`config.mk`:
```
export PLATFORM = sky130hd
export DESIGN_NAME = quad_pos_counter
export DESIGN_NICKNAME = d
export VERILOG_FILES = /design/src/rtl/qenc_pkg.sv /design/src/rtl/qenc_edge_det.sv /design/src/rtl/qenc_step_dec.sv /design/src/rtl/qenc_counter.sv /design/src/rtl/quad_pos_counter.sv
export SDC_FILE = /design/constraint.sdc
export NUM_CORES = 1
export LEC_CHECK = 0
export ABC_AREA = 1
export BUFFER_PORTS_ARGS = -buffer_cell sky130_fd_sc_hd__buf_2
export CORE_ASPECT_RATIO = 2
export CORE_MARGIN = 2
export CORE_UTILIZATION = 55
export DETAILED_ROUTE_END_ITERATION = 8
export PLACE_DENSITY_LB_ADDON = 0.1
export SYNTH_ARGS = -nofsm -noshare
export SYNTH_HDL_FRONTEND = slang
export SYNTH_SLANG_ARGS = --single-unit
```
`constraint.sdc`:
```
create_clock -name clk -period 5.1 [get_ports clk]
set_clock_uncertainty 0.15 [all_clocks]
set_input_delay 1.02 -clock clk [delete_from_list [all_inputs] [get_ports clk]]
set_output_delay 1.02 -clock clk [all_outputs]
set_load 0.03 [all_outputs]
```
`src/rtl/qenc_pkg.sv`:
```
package qenc_pkg;

    localparam logic [2:0] QM_FREE = 3'd0;
    localparam logic [2:0] QM_CH_A = 3'd1;
    localparam logic [2:0] QM_CH_B = 3'd2;
    localparam logic [2:0] QM_BOTH = 3'd3;

    localparam int NUM_CH = 2;
    localparam int CH_A   = 0;
    localparam int CH_B   = 1;

    typedef struct packed {
        logic step;
        logic down;
    } step_t;

    function automatic logic is_encoder_mode(logic [2:0] m);
        return (m == QM_CH_A) || (m == QM_CH_B) || (m == QM_BOTH);
    endfunction

endpackage

```
`src/rtl/qenc_edge_det.sv`:
```
module qenc_edge_det #(
    parameter int NCH = 2
) (
    input  logic           clk,
    input  logic           rst_n,
    input  logic [NCH-1:0] lvl_i,
    output logic [NCH-1:0] edge_o
);
    typedef struct packed {
        logic [NCH-1:0] lvl;
    } edge_state_t;

    edge_state_t st_d, st_q;

    always_comb begin
        st_d     = st_q;
        st_d.lvl = lvl_i;
    end

    for (genvar g = 0; g < NCH; g++) begin : g_ch
        assign edge_o[g] = lvl_i[g] ^ st_q.lvl[g];
    end

    always_ff @(posedge clk) begin
        if (!rst_n) begin
            st_q <= '0;
        end else begin
            st_q <= st_d;
        end
    end
endmodule

```
`src/rtl/qenc_step_dec.sv`:
```
module qenc_step_dec
    import qenc_pkg::*;
(
    input  logic        [2:0]        mode_i,
    input  logic                     cnt_en_i,
    input  logic        [NUM_CH-1:0] lvl_i,
    input  logic        [NUM_CH-1:0] edge_i,
    output step_t                    step_o
);
    logic parity;
    logic a_only;
    logic b_only;

    always_comb begin
        parity = lvl_i[CH_A] ^ lvl_i[CH_B];
        a_only = edge_i[CH_A] & ~edge_i[CH_B];
        b_only = edge_i[CH_B] & ~edge_i[CH_A];
        step_o = '0;
        unique case (mode_i)
            QM_CH_A: begin
                step_o.step = a_only;
                step_o.down = parity;
            end
            QM_CH_B: begin
                step_o.step = b_only;
                step_o.down = ~parity;
            end
            QM_BOTH: begin
                step_o.step = a_only | b_only;
                step_o.down = a_only ? parity : ~parity;
            end
            default: begin
                step_o.step = cnt_en_i;
                step_o.down = 1'b0;
            end
        endcase
    end
endmodule

```
`src/rtl/qenc_counter.sv`:
```
module qenc_counter #(
    parameter int W = 16
) (
    input  logic         clk,
    input  logic         rst_n,
    input  logic         step_i,
    input  logic         down_i,
    input  logic [W-1:0] reload_i,
    output logic [W-1:0] count_o,
    output logic         dir_down_o,
    output logic         wrap_o
);
    localparam logic [W-1:0] ZERO = '0;
    localparam logic [W-1:0] ONE  = W'(1);

    typedef struct packed {
        logic [W-1:0] cnt;
        logic         dir;
        logic         wrap;
    } cnt_state_t;

    cnt_state_t st_d, st_q;

    always_comb begin
        st_d      = st_q;
        st_d.wrap = 1'b0;
        if (step_i) begin
            st_d.dir = down_i;
            if (down_i) begin
                if (st_q.cnt == ZERO) begin
                    st_d.cnt  = reload_i;
                    st_d.wrap = 1'b1;
                end else begin
                    st_d.cnt = st_q.cnt - ONE;
                end
            end else begin
                if (st_q.cnt >= reload_i) begin
                    st_d.cnt  = ZERO;
                    st_d.wrap = 1'b1;
                end else begin
                    st_d.cnt = st_q.cnt + ONE;
                end
            end
        end
    end

    always_ff @(posedge clk) begin
        if (!rst_n) begin
            st_q <= '0;
        end else begin
            st_q <= st_d;
        end
    end

    assign count_o    = st_q.cnt;
    assign dir_down_o = st_q.dir;
    assign wrap_o     = st_q.wrap;
endmodule

```
`src/rtl/quad_pos_counter.sv`:
```
module quad_pos_counter
    import qenc_pkg::*;
#(
    parameter int CNT_W = 16
) (
    input  logic             clk,
    input  logic             rst_n,
    input  logic [2:0]       mode,
    input  logic             cnt_en,
    input  logic             ch_a,
    input  logic             ch_b,
    input  logic [CNT_W-1:0] reload,
    output logic [CNT_W-1:0] count,
    output logic             dir_down,
    output logic             wrap_pulse
);
    logic [NUM_CH-1:0] lvl;
    logic [NUM_CH-1:0] edg;
    logic              a_edge;
    logic              b_edge;
    step_t             step;

    assign lvl[CH_A] = ch_a;
    assign lvl[CH_B] = ch_b;
    assign a_edge    = edg[CH_A];
    assign b_edge    = edg[CH_B];

    qenc_edge_det #(.NCH(NUM_CH)) u_edge (
        .clk    (clk),
        .rst_n  (rst_n),
        .lvl_i  (lvl),
        .edge_o (edg)
    );

    qenc_step_dec u_dec (
        .mode_i   (mode),
        .cnt_en_i (cnt_en),
        .lvl_i    (lvl),
        .edge_i   (edg),
        .step_o   (step)
    );

    qenc_counter #(.W(CNT_W)) u_cnt (
        .clk        (clk),
        .rst_n      (rst_n),
        .step_i     (step.step),
        .down_i     (step.down),
        .reload_i   (reload),
        .count_o    (count),
        .dir_down_o (dir_down),
        .wrap_o     (wrap_pulse)
    );
endmodule

```
==> results of run 1 <==
layout make-up:
cell class                 count  area, µm²
clock buffer                   3      41.29
inverter                      72      270.3
clock inverter                 1      30.03
fill                         496       1767
multi-input combinational    346       1815
timing repair buffer          41      205.2
sequential                    20      400.4
tap                           55      68.82
per-layer routing:
layer	GRT usage	vias up	wire (µm)
met5	0	-	0
li1	-	1474	-
met4	0.2347	0	540
met3	0.02507	35	282
met1	0.3087	1320	2696
met2	0.5337	103	4069
through the flow:
stage / cell area [µm²] / worst slack, ps / instances / hold slack [ps]
after global placement: 2760 / 1866 / 534 / 356.7
after global routing: 2831 / 1737 / 538 / 373.7
after CTS: 2831 / 2005 / 538 / 363.8
final: 2831 / 1954 / 538 / 357.5
after floorplan: 2615 / 2605 / 455 / 443.8
after detailed placement: 2760 / 1738 / 534 / 351.2
flip-flops by register name, indices dropped and copies added (netlist names):
name              count
u_cnt.count_o        16
u_edge.st_q           2
u_cnt.wrap_o          1
u_cnt.dir_down_o      1
cell families after synthesis:
logic type               after synthesis  share of synthesized area
adder cells (fa/ha/maj)               21                     0.1005
AO/OA/AOI/OAI                         50                    0.09953
AND/OR/NAND/NOR                      263                     0.4541
flip-flops                            20                     0.1531
buffers and inverters                 89                     0.1526
XOR/XNOR                              12                    0.04019
final timing paths:
check	slack [ps]	end	depth (start not counted)	startpoint
worst max-delay path	1950	u_cnt.count_o[4]$_SDFFE_PN0N_	13	ch_b
worst min-delay path	360	u_cnt.dir_down_o$_SDFFE_PN0N_	2	u_cnt.dir_down_o$_SDFFE_PN0N_
worst max register to register	2280	u_cnt.count_o[4]$_SDFFE_PN0N_	10	u_cnt.count_o[9]$_SDFFE_PN0N_
worst min register to register	360	u_cnt.dir_down_o$_SDFFE_PN0N_	2	u_cnt.dir_down_o$_SDFFE_PN0N_
power groups by stage:
stage	Sequential [mW]	Combinational [mW]	Clock (mW)
after global placement	0.232	0.474	0
after CTS	0.229	0.483	0.168
after global routing	0.234	0.545	0.174
after floorplan	0.236	0.367	0
final	0.230	0.488	0.166
after detailed placement	0.232	0.481	0
critical path: cells and delay by family:
kind                     cells  cell delay [ps]
buffers and inverters        1              130
adder cells (fa/ha/maj)      1              210
XOR/XNOR                     1              210
AND/OR/NAND/NOR             10             1630
placed cells by master, fill, tap and decap left out, drive strengths merged, types with 2 or more instances in the layout:
cell,Yosys,routed
ha,21,21
nand2,142,142
dfxtp,20,20
xnor2,2,2
nor2,57,57
buf,15,41
xor2,10,10
inv,72,72
nand3,51,51
a21oi,24,24
nor3,4,4
a21boi,2,2
nand4,5,5
nand3b,3,3
clkbuf,2,3
o21ai,22,22
==> flow_metrics.py, run 1 <==
metrics = {
    "clocking": {
        "post_cts_buffers": 0,
        "cts_made_buffers": 3,
        "cts_max_level": 1,
        "cts_buffer_depth": 2,
        "hold_buffers": 0,
        "clkSlewWorstSetupHoldPaths_ps": 80,
        "cts_resized": 0,
        "clk_latency_ps": 270,
        "clock-root-buffer": "clkbuf_8",
        "cts_tree": "built",
        "clock_sinks": 20,
    },
    "worst_setup_path": {
        "arrival_ps": 3210,
        "cp-start-kind": "input port",
        "end_kind": "flop",
        "cp_cell_sequence": "buf_2 -> xnor2_1 -> ha_1 -> nand2_1 -> nand2_1 -> nand2_1 -> nand2_1 -> nand3b_1 -> nor2_1 -> nand2_1 -> nor2_2 -> nand2_1 -> nand2_1",
        "cp_slowest_stage_delay_ps": 610,
        "worst_path_max_delay_cell": "nor2_1",
        "cp.required_ps": 5170,
        "crit_fanout": 11,
        "criticalPathCategory": "in2reg",
        "critPathMostFrequentCell": "nand2_1",
    },
    "placed_design": {
        "gp_congestion": 0.9467,
        "dp.final_hpwl_um": 6091,
        "port_buffers": 41,
    },
    "timing": {
        "tns_ps": 0,
        "fin_crit_ps": 3146,
        "period_share": 0.6168,
        "fmax_mhz": 317.9,
        "setup_violations": 0,
        "drv_slew": 0,
        "rsz0062_at_grt": "false",
        "hold_viol": 0,
        "tightestPinTransition_ps": 785.0,
        "maxSlewHeadroom": 0.4747,
    },
    "floorplan": {
        "die_area_um2": 5355,
        "die_x_um": 52.76,
        "start_util": 0.5687,
        "die_h_um": 101.5,
        "coreArea_um2": 4598,
        "ios": 42,
        "rows": 35,
    },
    "synthesis": {
        "yosysMostFrequentCell": "nand2_1",
        "synth_ff_type": "dfxtp_1",
        "syn_area_per_cell_um2": 5.747,
        "ys_seq_area_frac": 0.1531,
        "netlist.top_cell.by_area": "nand2_1",
        "synth_nets": 500,
        "yosys-top-cells-count": "138 x nand2_1, 71 x inv_1, 50 x nand3_1",
        "synthTopCellsByArea": "nand2_1 20%, dfxtp_1 15%, inv_1 10%, ha_1 10%, nand3_1 9.6%",
        "ys_seq_elements": 20,
        "netlist_instances": 455,
        "syn_area_um2": 2615,
        "synth_top_area_frac": 0.1981,
        "synth_cell_type_count": 29,
        "synth-edff-count": 0,
        "yosys_warnings": 0,
        "async_flop_share": 0,
    },
    "global_routing": {
        "grt_start_max_net_pins": 21,
        "grt_pass1_vias": 2748,
        "antenna_found_initial": 0,
        "grt_remaining_overflow": 0,
        "grt_util_all_layers": 0.3013,
        "grt_pass1_wl_um": 12060,
    },
    "power": {
        "vdd_drop_max_mv": 0.2169,
        "p_seq_frac": 0.260,
        "p_total_mw": 0.8838,
        "p_sw_frac": 0.5000,
        "p_leak_nw": 1.662,
        "p_int_mw": 0.4419,
        "power_density_nw_per_um2": 312.1,
        "power.switching_mw": 0.4419,
        "clkPwrFrac": 0.188,
        "p_comb_frac": 0.552,
    },
    "outcome": {
        "status": "finished clean",
    },
    "drt": {
        "drc": 0,
        "drt_iter0_drc": 102,
        "ant_nets": 0,
        "num_vias": 2932,
        "wl_per_cell_um": 14.10,
        "wirelength_um": 7588,
        "viasPerCell": 5.450,
        "dr.pass1.iters": 6,
    },
    "finish": {
        "n_antenna_cell": 0,
        "synthToLayoutAreaGrowth_pct": 8.278,
        "fin_util": 0.6158,
        "drive_gt1_frac": 0.1284,
        "nets": 529,
    },
    "min_path": {
        "hold_class": "reg2reg",
    },
    "run": {
        "max_cap_viol_count": 0,
    },
}
No activity file was read; power rests on OpenSTA's default activity.
==> run 2, diff against run 1 <==
Settings changed: CORE_UTILIZATION 55 to 52.
Clock period 5.1 ns to 2.6 ns, I/O delays scaled along.
==> run 2 against run 1 <==
Effect of this change: routed wire length increased by 3.4%; cell count grew 2.6%; design area grew 3.3%; total power rose by 100%; via count increased by 2.0%; count of clock-buffer cells in the layout is the same; largest cell class unchanged.
==> flow_metrics.py, run 2 (synthesis results as in run 1) <==
metrics = {
    "outcome": {
        "status": "finished clean",
    },
    "power": {
        "p_total_mw": 1.770,
        "power_density_nw_per_um2": 605.3,
        "p_leak_nw": 1.722,
        "vdd_drop_max_mv": 0.4591,
    },
    "clocking": {
        "cts_buffer_depth": 2,
        "cts_tree": "built",
        "hold_buffers": 0,
        "clock_sinks": 20,
        "post_cts_buffers": 0,
        "clk_latency_ps": 280,
        "clkSlewWorstSetupHoldPaths_ps": 80,
        "cts_max_level": 1,
        "cts_resized": 0,
        "cts_made_buffers": 3,
        "clock-root-buffer": "clkbuf_8",
    },
    "timing": {
        "fmax_mhz": 469.3,
        "tightestPinTransition_ps": 519.8,
        "drv_slew": 0,
        "tns_ps": 0,
        "fin_crit_ps": 2131,
        "maxSlewHeadroom": 0.6530,
        "holdWs_ps": 330.9,
        "setup_violations": 0,
        "rsz0062_at_grt": "false",
        "hold_viol": 0,
        "period_share": 0.8195,
    },
    "global_routing": {
        "grt_remaining_overflow": 0,
        "grt_pass1_wl_um": 12720,
        "grt_pass1_vias": 2909,
        "grt_util_all_layers": 0.3020,
        "antenna_found_initial": 0,
        "grt_start_max_net_pins": 21,
    },
    "drt": {
        "viasPerCell": 5.417,
        "drc": 0,
        "num_vias": 2990,
        "dr.pass1.iters": 4,
        "wl_per_cell_um": 14.22,
        "ant_nets": 0,
        "drt_iter0_drc": 91,
        "wirelength_um": 7848,
    },
    "floorplan": {
        "die_x_um": 54.15,
        "die_h_um": 104.3,
        "start_util": 0.5376,
        "coreArea_um2": 4865,
        "die_area_um2": 5647,
        "ios": 42,
        "rows": 36,
    },
    "worst_setup_path": {
        "worst_path_max_delay_cell": "ha_1",
        "rr_endpoint": "u_cnt.count_o[4]$_SDFFE_PN0N_",
        "reg2reg_slack_ps": 500,
        "crit_fanout": 5,
        "r2r_start": "u_cnt.count_o[2]$_SDFFE_PN0N_",
        "critPathMostFrequentCell": "nand2_1",
        "criticalPathCategory": "in2reg",
        "path_buf_inv": 3,
        "cpLargestDelayFamily": "simple AND/OR/NAND/NOR gates",
        "cp.required_ps": 2630,
        "cp_slowest_stage_delay_ps": 270,
        "cp_cell_sequence": "buf_2 -> xnor2_1 -> inv_1 -> ha_1 -> nand2_1 -> o211ai_1 -> nand3b_1 -> nand2_1 -> inv_1 -> nand3_1 -> nand2_1 -> nand2_1 -> nand2_1",
        "end_kind": "flop",
        "arrival_ps": 2160,
        "rr_worst_depth": 10,
        "cp-start-kind": "input port",
    },
    "placed_design": {
        "port_buffers": 41,
        "dp.final_hpwl_um": 6315,
        "gp_congestion": 0.9905,
    },
    "min_path": {
        "min-delay-start": "ch_a",
        "hold_class": "in2reg",
        "whs_path_depth": 3,
        "whs_endpoint": "u_edge.st_q[0]$_SDFF_PN0_",
    },
    "finish": {
        "synthToLayoutAreaGrowth_pct": 11.82,
        "drive_gt1_frac": 0.1495,
        "fin_util": 0.6011,
        "layout_common_cells": "138 x nand2_1, 71 x inv_1, 50 x nand3_1",
        "n_antenna_cell": 0,
        "multi_input_area_um2": 1815,
        "regArea_um2": 400.4,
        "fillers": 532,
        "largest_reg_flops": 16,
        "nets": 541,
        "layout_commonest_cell": "nand2_1",
    },
    "run": {
        "max_cap_viol_count": 0,
    },
}
[run 2: worst max-delay path by stage]
stage	from	slack (ps)	cells past startpoint	end
after floorplan	ch_a	600	10	u_cnt.count_o[6]$_SDFFE_PN0N_
after global placement	ch_a	260	13	u_cnt.count_o[4]$_SDFFE_PN0N_
after detailed placement	ch_b	210	13	u_cnt.count_o[4]$_SDFFE_PN0N_
after CTS	u_cnt.count_o[2]$_SDFFE_PN0N_	480	10	u_cnt.count_o[4]$_SDFFE_PN0N_
after global routing	ch_a	240	12	u_cnt.count_o[2]$_SDFFE_PN0N_
final	ch_b	470	13	u_cnt.count_o[4]$_SDFFE_PN0N_
[run 2: metrics by stage]
step	setup slack (ps)	cells	instance area (µm²)
final	469.2	552	2924
after floorplan	604.7	455	2615
after global routing	239.3	552	2924
after CTS	483.6	552	2924
after detailed placement	205.7	548	2853
after global placement	261.0	548	2853
[run 2: worst register-to-register path: stages (launching register included)]
cell	delay (ps)
dfxtp_1	640
ha_1	330
nand2_1	90
inv_1	40
a21boi_0	160
nand2_1	70
nand2_1	100
nand2_1	100
nor2_2	220
nand2_1	90
nand2_1	70
[run 2: area by class of cell]
| class | instances | share of cell area |
|---|---|---|
| well taps | 57 | 0.02439 |
| multi-input cells | 346 | 0.6209 |
| clock buffers | 3 | 0.01412 |
| flip-flops and latches | 20 | 0.1369 |
| clock inverters | 1 | 0.01027 |
| repair buffers | 53 | 0.1010 |
| inverters | 72 | 0.09243 |
[run 2: metal layers]
metal,vias to the layer above,global-route usage,wire [µm]
met5,-,0,0
met3,48,0.03736,321
met2,98,0.5293,4068
met4,0,0.2357,667
met1,1344,0.2883,2790
li1,1500,-,-
[run 2: power by group]
group | switching (mW) | internal (mW)
Clock | 0.125 | 0.206
Combinational | 0.680 | 0.350
Sequential | 0.0648 | 0.344
Total | 0.870 | 0.900
